$ cat src/rtl/rdr_pkg.sv
package rdr_pkg;

    typedef enum logic [1:0] {
        EV_NONE   = 2'd0,
        EV_BRANCH = 2'd1,
        EV_MEMORD = 2'd2
    } rdr_kind_e;

    typedef struct packed {
        logic trig;      // slot qualifies for a redirect
        logic is_br;     // slot branch mispredicted
        logic pred_tk;   // slot predicted taken
        logic corr_tk;   // corrected direction
    } slot_flags_t;

    function automatic rdr_kind_e classify(input logic any, input logic is_br);
        if (!any)
            return EV_NONE;
        else if (is_br)
            return EV_BRANCH;
        else
            return EV_MEMORD;
    endfunction

endpackage

$ cat src/rtl/rdr_slot_eval.sv
module rdr_slot_eval
    import rdr_pkg::*;
#(
    parameter int PC_W       = 32,
    parameter int INST_BYTES = 4
) (
    input  logic             valid,
    input  logic             squashed,
    input  logic             mispred,
    input  logic             pred_taken,
    input  logic             mem_viol,
    input  logic [PC_W-1:0]  pc,
    input  logic [PC_W-1:0]  npc,
    output slot_flags_t      flags
);
    logic live;
    logic [PC_W-1:0] seq_pc;

    assign live   = valid & ~squashed;
    assign seq_pc = pc + PC_W'(INST_BYTES);

    always_comb begin
        flags.trig    = live & (mispred | mem_viol);
        flags.is_br   = mispred;
        flags.pred_tk = pred_taken;
        flags.corr_tk = (npc != seq_pc);
    end
endmodule

$ cat src/rtl/rdr_oldest_pick.sv
module rdr_oldest_pick #(
    parameter int SLOTS = 4,
    localparam int IDX_W = (SLOTS > 1) ? $clog2(SLOTS) : 1
) (
    input  logic             clk,
    input  logic             rst,
    input  logic [SLOTS-1:0] trig,
    output logic [SLOTS-1:0] grant,
    output logic [IDX_W-1:0] idx,
    output logic             any
);
    always_comb begin
        grant = '0;
        idx   = '0;
        any   = 1'b0;
        for (int i = 0; i < SLOTS; i++) begin
            if (trig[i] && !any) begin
                grant[i] = 1'b1;
                idx      = IDX_W'(i);
                any      = 1'b1;
            end
        end
    end


    one_winner_chk: assert property (@(posedge clk) disable iff (rst)
        $onehot0(grant));


    grant_from_trig_chk: assert property (@(posedge clk) disable iff (rst)
        (grant & ~trig) == '0);
endmodule

$ cat src/rtl/rdr_record_reg.sv
module rdr_record_reg
    import rdr_pkg::*;
#(
    parameter int SEQ_W = 16,
    parameter int PC_W  = 32
) (
    input  logic             clk,
    input  logic             rst,
    input  rdr_kind_e        kind,
    input  logic [SEQ_W-1:0] seq,
    input  logic [PC_W-1:0]  pc,
    input  logic [PC_W-1:0]  npc,
    input  logic             corr_tk,
    output logic             rd_valid,
    output logic [SEQ_W-1:0] rd_seq,
    output logic [PC_W-1:0]  rd_target,
    output logic             rd_branch,
    output logic [PC_W-1:0]  rd_mis_pc,
    output logic             rd_taken
);
    always_ff @(posedge clk) begin
        if (rst) begin
            rd_valid  <= 1'b0;
            rd_seq    <= '0;
            rd_target <= '0;
            rd_branch <= 1'b0;
            rd_mis_pc <= '0;
            rd_taken  <= 1'b0;
        end else begin
            rd_valid  <= (kind != EV_NONE);
            rd_seq    <= (kind != EV_NONE) ? seq : '0;
            rd_target <= (kind != EV_NONE) ? npc : '0;
            rd_branch <= (kind == EV_BRANCH);
            rd_mis_pc <= (kind == EV_BRANCH) ? pc : '0;
            rd_taken  <= (kind == EV_BRANCH) ? corr_tk : 1'b0;
        end
    end


    branch_needs_valid_chk: assert property (@(posedge clk) disable iff (rst)
        rd_branch |-> rd_valid);
endmodule

$ cat src/rtl/rdr_event_ctr.sv
module rdr_event_ctr
    import rdr_pkg::*;
#(
    parameter int CNT_W = 16
) (
    input  logic             clk,
    input  logic             rst,
    input  rdr_kind_e        kind,
    input  logic             pred_tk,
    output logic [CNT_W-1:0] cnt_taken_wrong,
    output logic [CNT_W-1:0] cnt_mem_order
);
    always_ff @(posedge clk) begin
        if (rst) begin
            cnt_taken_wrong <= '0;
            cnt_mem_order   <= '0;
        end else begin
            if (kind == EV_BRANCH && pred_tk)
                cnt_taken_wrong <= cnt_taken_wrong + CNT_W'(1);
            if (kind == EV_MEMORD)
                cnt_mem_order <= cnt_mem_order + CNT_W'(1);
        end
    end
endmodule

$ cat src/rtl/redirect_gen.sv
module redirect_gen
    import rdr_pkg::*;
#(
    parameter int SLOTS      = 4,
    parameter int SEQ_W      = 16,
    parameter int PC_W       = 32,
    parameter int CNT_W      = 16,
    parameter int INST_BYTES = 4
) (
    input  logic                   clk,
    input  logic                   rst,
    input  logic [SLOTS-1:0]       slot_valid,
    input  logic [SLOTS-1:0]       slot_squashed,
    input  logic [SLOTS-1:0]       slot_mispred,
    input  logic [SLOTS-1:0]       slot_pred_taken,
    input  logic [SLOTS*SEQ_W-1:0] slot_seq,
    input  logic [SLOTS*PC_W-1:0]  slot_pc,
    input  logic [SLOTS*PC_W-1:0]  slot_npc,
    input  logic                   mem_order_viol,
    output logic                   rd_valid,
    output logic [SEQ_W-1:0]       rd_seq,
    output logic [PC_W-1:0]        rd_target,
    output logic                   rd_branch,
    output logic [PC_W-1:0]        rd_mis_pc,
    output logic                   rd_taken,
    output logic [CNT_W-1:0]       cnt_taken_wrong,
    output logic [CNT_W-1:0]       cnt_mem_order
);
    localparam int IDX_W = (SLOTS > 1) ? $clog2(SLOTS) : 1;

    slot_flags_t      flags [SLOTS];
    logic [SEQ_W-1:0] seq_a [SLOTS];
    logic [PC_W-1:0]  pc_a  [SLOTS];
    logic [PC_W-1:0]  npc_a [SLOTS];
    logic [SLOTS-1:0] trig_v;
    logic [SLOTS-1:0] grant;
    logic [IDX_W-1:0] sel_idx;
    logic             any_trig;

    genvar g;
    generate
        for (g = 0; g < SLOTS; g++) begin : g_slot
            assign seq_a[g] = slot_seq[g*SEQ_W +: SEQ_W];
            assign pc_a[g]  = slot_pc[g*PC_W +: PC_W];
            assign npc_a[g] = slot_npc[g*PC_W +: PC_W];

            rdr_slot_eval #(
                .PC_W       (PC_W),
                .INST_BYTES (INST_BYTES)
            ) u_eval (
                .valid      (slot_valid[g]),
                .squashed   (slot_squashed[g]),
                .mispred    (slot_mispred[g]),
                .pred_taken (slot_pred_taken[g]),
                .mem_viol   (mem_order_viol),
                .pc         (pc_a[g]),
                .npc        (npc_a[g]),
                .flags      (flags[g])
            );
            assign trig_v[g] = flags[g].trig;
        end
    endgenerate

    rdr_oldest_pick #(.SLOTS(SLOTS)) u_pick (
        .clk   (clk),
        .rst   (rst),
        .trig  (trig_v),
        .grant (grant),
        .idx   (sel_idx),
        .any   (any_trig)
    );

    slot_flags_t      sel_flags;
    logic [SEQ_W-1:0] sel_seq;
    logic [PC_W-1:0]  sel_pc;
    logic [PC_W-1:0]  sel_npc;
    rdr_kind_e        kind;

    always_comb begin
        sel_flags = flags[sel_idx];
        sel_seq   = seq_a[sel_idx];
        sel_pc    = pc_a[sel_idx];
        sel_npc   = npc_a[sel_idx];
        kind      = classify(any_trig, sel_flags.is_br);
    end

    rdr_record_reg #(.SEQ_W(SEQ_W), .PC_W(PC_W)) u_rec (
        .clk       (clk),
        .rst       (rst),
        .kind      (kind),
        .seq       (sel_seq),
        .pc        (sel_pc),
        .npc       (sel_npc),
        .corr_tk   (sel_flags.corr_tk),
        .rd_valid  (rd_valid),
        .rd_seq    (rd_seq),
        .rd_target (rd_target),
        .rd_branch (rd_branch),
        .rd_mis_pc (rd_mis_pc),
        .rd_taken  (rd_taken)
    );

    rdr_event_ctr #(.CNT_W(CNT_W)) u_ctr (
        .clk             (clk),
        .rst             (rst),
        .kind            (kind),
        .pred_tk         (sel_flags.pred_tk),
        .cnt_taken_wrong (cnt_taken_wrong),
        .cnt_mem_order   (cnt_mem_order)
    );


    one_cycle_rec_chk: assert property (@(posedge clk) disable iff (rst)
        !any_trig |=> !rd_valid);


    idle_fields_zero_chk: assert property (@(posedge clk) disable iff (rst)
        !rd_valid |-> (rd_seq == '0 && rd_target == '0 && rd_mis_pc == '0 && !rd_taken));


    taken_dir_chk: assert property (@(posedge clk) disable iff (rst)
        rd_branch |-> (rd_taken == (rd_target != (rd_mis_pc + PC_W'(INST_BYTES)))));


    mem_ctr_pairs_chk: assert property (@(posedge clk) disable iff (rst)
        (cnt_mem_order != $past(cnt_mem_order)) |-> (rd_valid && !rd_branch));


    tk_ctr_pairs_chk: assert property (@(posedge clk) disable iff (rst)
        (cnt_taken_wrong != $past(cnt_taken_wrong)) |-> rd_branch);
endmodule

$ cat config.mk
export PLATFORM = sky130hd
export DESIGN_NAME = redirect_gen
export DESIGN_NICKNAME = d
export VERILOG_FILES = /design/src/rtl/rdr_pkg.sv /design/src/rtl/rdr_slot_eval.sv /design/src/rtl/rdr_oldest_pick.sv /design/src/rtl/rdr_record_reg.sv /design/src/rtl/rdr_event_ctr.sv /design/src/rtl/redirect_gen.sv
export SDC_FILE = /design/constraint.sdc
export NUM_CORES = 1
export LEC_CHECK = 0
export BUFFER_PORTS_ARGS = -buffer_cell sky130_fd_sc_hd__buf_2
export CORE_AREA = 5 5 174 176
export DETAILED_ROUTE_END_ITERATION = 8
export DIE_AREA = 0 0 179 181
export GPL_ROUTABILITY_DRIVEN = 0
export PLACE_DENSITY = 0.78
export SLEW_MARGIN = 20
export SYNTH_ARGS = -nofsm -noshare
export SYNTH_HDL_FRONTEND = slang
export SYNTH_HIERARCHICAL = 1
export SYNTH_SLANG_ARGS = --single-unit
$ cat constraint.sdc
create_clock -name clk -period 3.1 [get_ports clk]
set_input_delay 0.465 -clock clk [delete_from_list [all_inputs] [get_ports clk]]
set_output_delay 0.465 -clock clk [all_outputs]
set_load 0.03 [all_outputs]
# Word-level counts from Yosys, hierarchy flattened
# Index checks and enable logic that the tools add are counted.
# totals
ff_bits	115
out_inout_bits	115
# op_classes
n_addsub	6
magnitude_cmp	1
n_eq_ne	6
mux	21
bitwise_logic	19
reduce_logical	10
# ops
operator	n
$add 32x3->32 const B	4
$bmux 32 s2	2
$mux 32	4
$ne 32x32->1	4
$add 16x1->16 const B	2
$bmux 16 s2	1
$mux 16	2
$and 1x1->1	8
$bmux 4 s2	1
$mux 2	4
$mux 3	2
$not 1->1	6
$mux 1	5
$logic_and 1x1->1	4
$or 1x1->1	4
$reduce_or 2->1	2
$ge 3x3->1 const B	1
$logic_not 1->1	3
$not 2->3	1
$eq 2x1->1 const B	1
$eq 2x2->1 const B	1
$reduce_bool 2->1	1

# Depth between registers and ports, before layout
# logic_depth
word_depth	22
mapped_depth	12
depth_no_buf	10

# Hierarchy
# The synthesis kept the hierarchy.
# modules_own_cells
module	instances	cells_each	area_each_um2	seq_area_each_um2
rdr_slot_eval	4	163	1171.1	0.0
rdr_record_reg	1	174	2292.2	1661.6
redirect_gen	1	103	2104.5	0.0
rdr_event_ctr	1	159	1461.4	640.6
rdr_oldest_pick	1	11	61.3	0.0

# Least setup slack after synthesis
# No wires, ideal clock.
# synth_timing
path_type	input-to-reg
start	input mem_order_viol
end	register u_ctr.cnt_mem_order[15]
setup_ps	70
arrival_time_ps	3152
required_ps	3030
setup_slack_ps	-122
stages	10
n_path_buf	0
path_cell_list	nor2_1 nor3b_1 nand2b_4 a21oi_1 mux4_1 nor2b_1 and4b_1 nand3_4 or4_1 a21oi_1
# synth_rtl
element	line	rtl
start: declaration	redirect_gen.sv:19	input logic mem_order_viol,
end signal: assignment	rdr_event_ctr.sv:21	cnt_mem_order <= cnt_mem_order + CNT_W'(1);
end: declaration	rdr_event_ctr.sv:11	output logic [CNT_W-1:0] cnt_mem_order

==> reports/metrics.yaml <==
status: "finished clean"
critical_path_required_ps: 3400
holdCritPathClass: "in -> reg"
critical_path_class: "in -> reg"
tightest_slew_ps: 694
h-tree-depth: 4
antenna_left: 0
coreArea_mm2: 0.0285
hold_buffers: 0
critPathTopFamily: "simple AND/OR/NAND/NOR gates"
ir_worst_vdd_v: 0.000357
critPathMaxFanout: 2
cts_buffer_depth: 2
relSlewSlack_pct: 53.7
layout.cells.non_filler: 2059
hold_path.startpoint: "slot_seq[14]"
worst_path_largest_cell_delay_ps: 510
finalHoldViolCount: 0
reg2reg_depth: 5
rsz0062_at_grt: "no"
track_usage_pct: 28.1
grt_pass1_wl_um: 70100
rr_startpoint: "u_ctr/cnt_taken_wrong[0]"
cts-root-buf: "clkbuf_16"
die_y_um: 181
r2r-end: "u_ctr/cnt_taken_wrong[14]"
cts_tree: "yes"
period_share_pct: 95.8
fmax_ghz: 0.337
synthCells: 1095
drt-pass1-iter-count: 5
cp_num_cells: 13
yosysWarnings: 6
cellLeakagePower_nw: 6.29
antenna_found_initial: 16
crit_slowest_cell: "or4b_1"
multiInputGateArea_mm2: 0.00786
clk_pin_slew_ps: 70
cts.sinks: 115
grt_pass1_vias: 11900
nNetsFinal: 1995
r2r_slack_ps: 1200
cp_num_buf_inv: 3
synth_area_mm2: 0.0106
fin_skew_ps: 15.6
grt_max_degree: 82
clk_latency_ps: 420
viasPerCell: 5.84
place_area_mm2: 0.0139
finalMaxSlewViolations: 0
start_kind: "input port"
final_area_mm2: 0.0146
port_buffers: 453
grt-ovfl-total: 0
worstPathCellList: "buf_2 -> ha_1 -> xor2_1 -> nor4_1 -> buf_4 -> nand3_1 -> nor4_1 -> buf_4 -> o2111ai_1 -> or4b_1 -> nand4b_1 -> mux4_2 -> and2_1"
hpwlAfterDp_um: 40000
layout-drive-gt1-share_pct: 45.4
drv_cap: 0
vias: 12000
avgRoutedWirePerCell_um: 23.3
synth.net_count: 1440
finalWirelength_um: 48100
dp_cells: 2015
drtIter0Drc: 1228
cp-end-kind: "flip-flop"
num-fill-cells: 2593
die_area_mm2: 0.0324
crit_end: "u_rec/rd_taken"
setup_violations: 0
critical_path_arrival_ps: 3270
syn2layout_area_growth_pct: 38.2
cts_buffers: 17
syn_area_per_cell_um2: 9.66
cts_setup_buffers: 0
start_util_pct: 37.2
io_pins: 454
startpoint: "slot_pc[34]"
drc: 0
die_width_um: 179
register_area_mm2: 0.00230
post-route-min-period_ps: 2970
powerDensity_mw_per_mm2: 374
rows: 62
==> power by group <==
group          switching [W]  leakage [nW]  internal, W
Sequential         0.0000319         0.937      0.00157
Combinational        0.00106          5.07     0.000811
Clock               0.000853         0.282      0.00114
Total                0.00194          6.29      0.00352
==> sequential cells by signal, indices dropped and copies added, names as in the netlist <==
register	count
u_rec/rd_valid	1
u_rec/rd_mis_pc	32
u_rec/rd_target	32
u_ctr/cnt_mem_order	16
u_rec/rd_branch	1
u_ctr/cnt_taken_wrong	16
u_rec/rd_taken	1
u_rec/rd_seq	16
==> metrics by stage <==
| stage | setup slack [ps] | total power [W] | hold WS, ps | util (%) | TNS (ps) |
|---|---|---|---|---|---|
| floorplan | 20.3 | 0.00268 | 534 | - | 0 |
| CTS | 44.0 | 0.00546 | 443 | 51.0 | 0 |
| global placement | -538 | 0.00342 | 459 | 49.0 | -540 |
| detailed placement | -519 | 0.00345 | 472 | 49.0 | -581 |
| global route | 31.8 | 0.00570 | 461 | 51.3 | 0 |
| finish | 131 | 0.00546 | 458 | 51.4 | 0 |
==> placed cells by master (no fill, tap or decap), drive strengths merged, types with 8 or more instances in the layout <==
cell type	count
buf	578
dfxtp	115
and2	92
xnor2	89
mux4	83
xor2	82
nor2	79
nand2	57
nand4	52
nand3	48
inv	42
nor3	41
nor4	28
mux2i	26
nand4b	20
clkbuf	17
o21ai	16
and3	16
a21oi	16
diode	12
o22ai	12
mux2	12
or4	11
nor3b	9
nor2b	9
or3	8
a2bb2oi	8
o32ai	8
a31oi	8
and4	8
==> layout make-up <==
type | instances | area share, %
repair buffers | 578 | 22.3
inverters | 31 | 0.796
clock buffers | 17 | 2.91
flip-flops and latches | 115 | 15.7
diodes | 12 | 0.205
multi-input cells | 907 | 53.7
clock inverters | 15 | 1.05
well taps | 384 | 3.29
==> worst min path at each step <==
stage                     cells past startpoint                      end  slack, ps
after global routing                          3          u_rec/rd_seq[6]        460
after global placement                        2  u_ctr/cnt_mem_order[15]        460
after floorplan                               1  u_ctr/cnt_mem_order[15]        530
final                                         3         u_rec/rd_seq[14]        460
after detailed placement                      2  u_ctr/cnt_mem_order[15]        470
after CTS                                     3         u_rec/rd_seq[14]        440
==> worst register-to-register path, stage by stage, from the launching register on <==
cell and delay (ps):
dfxtp_1 440, ha_1 170, and4b_1 420, nand3_4 130, or4_1 520, a21oi_1 160
==> layer usage <==
metal / global-route usage, % / up-vias / wire [µm] / part of all wire (%)
li1: - / 5244 / - / -
met1: 32.8 / 5642 / 16700 / 35
met2: 46.3 / 934 / 22600 / 47
met3: 8.93 / 194 / 5940 / 12
met4: 14.0 / 12 / 2760 / 5.7
met5: 0 / - / 73 / 0.15
==> timing repair <==
item / 4_1_cts / 5_1_grt
pin swaps: 0 / 7
endpoints found under the hold margin: 0 / 0
setup endpoints to repair: 1 / 1
gates resized for setup: 1 / 7
Power figures use the tool's default switching activity.
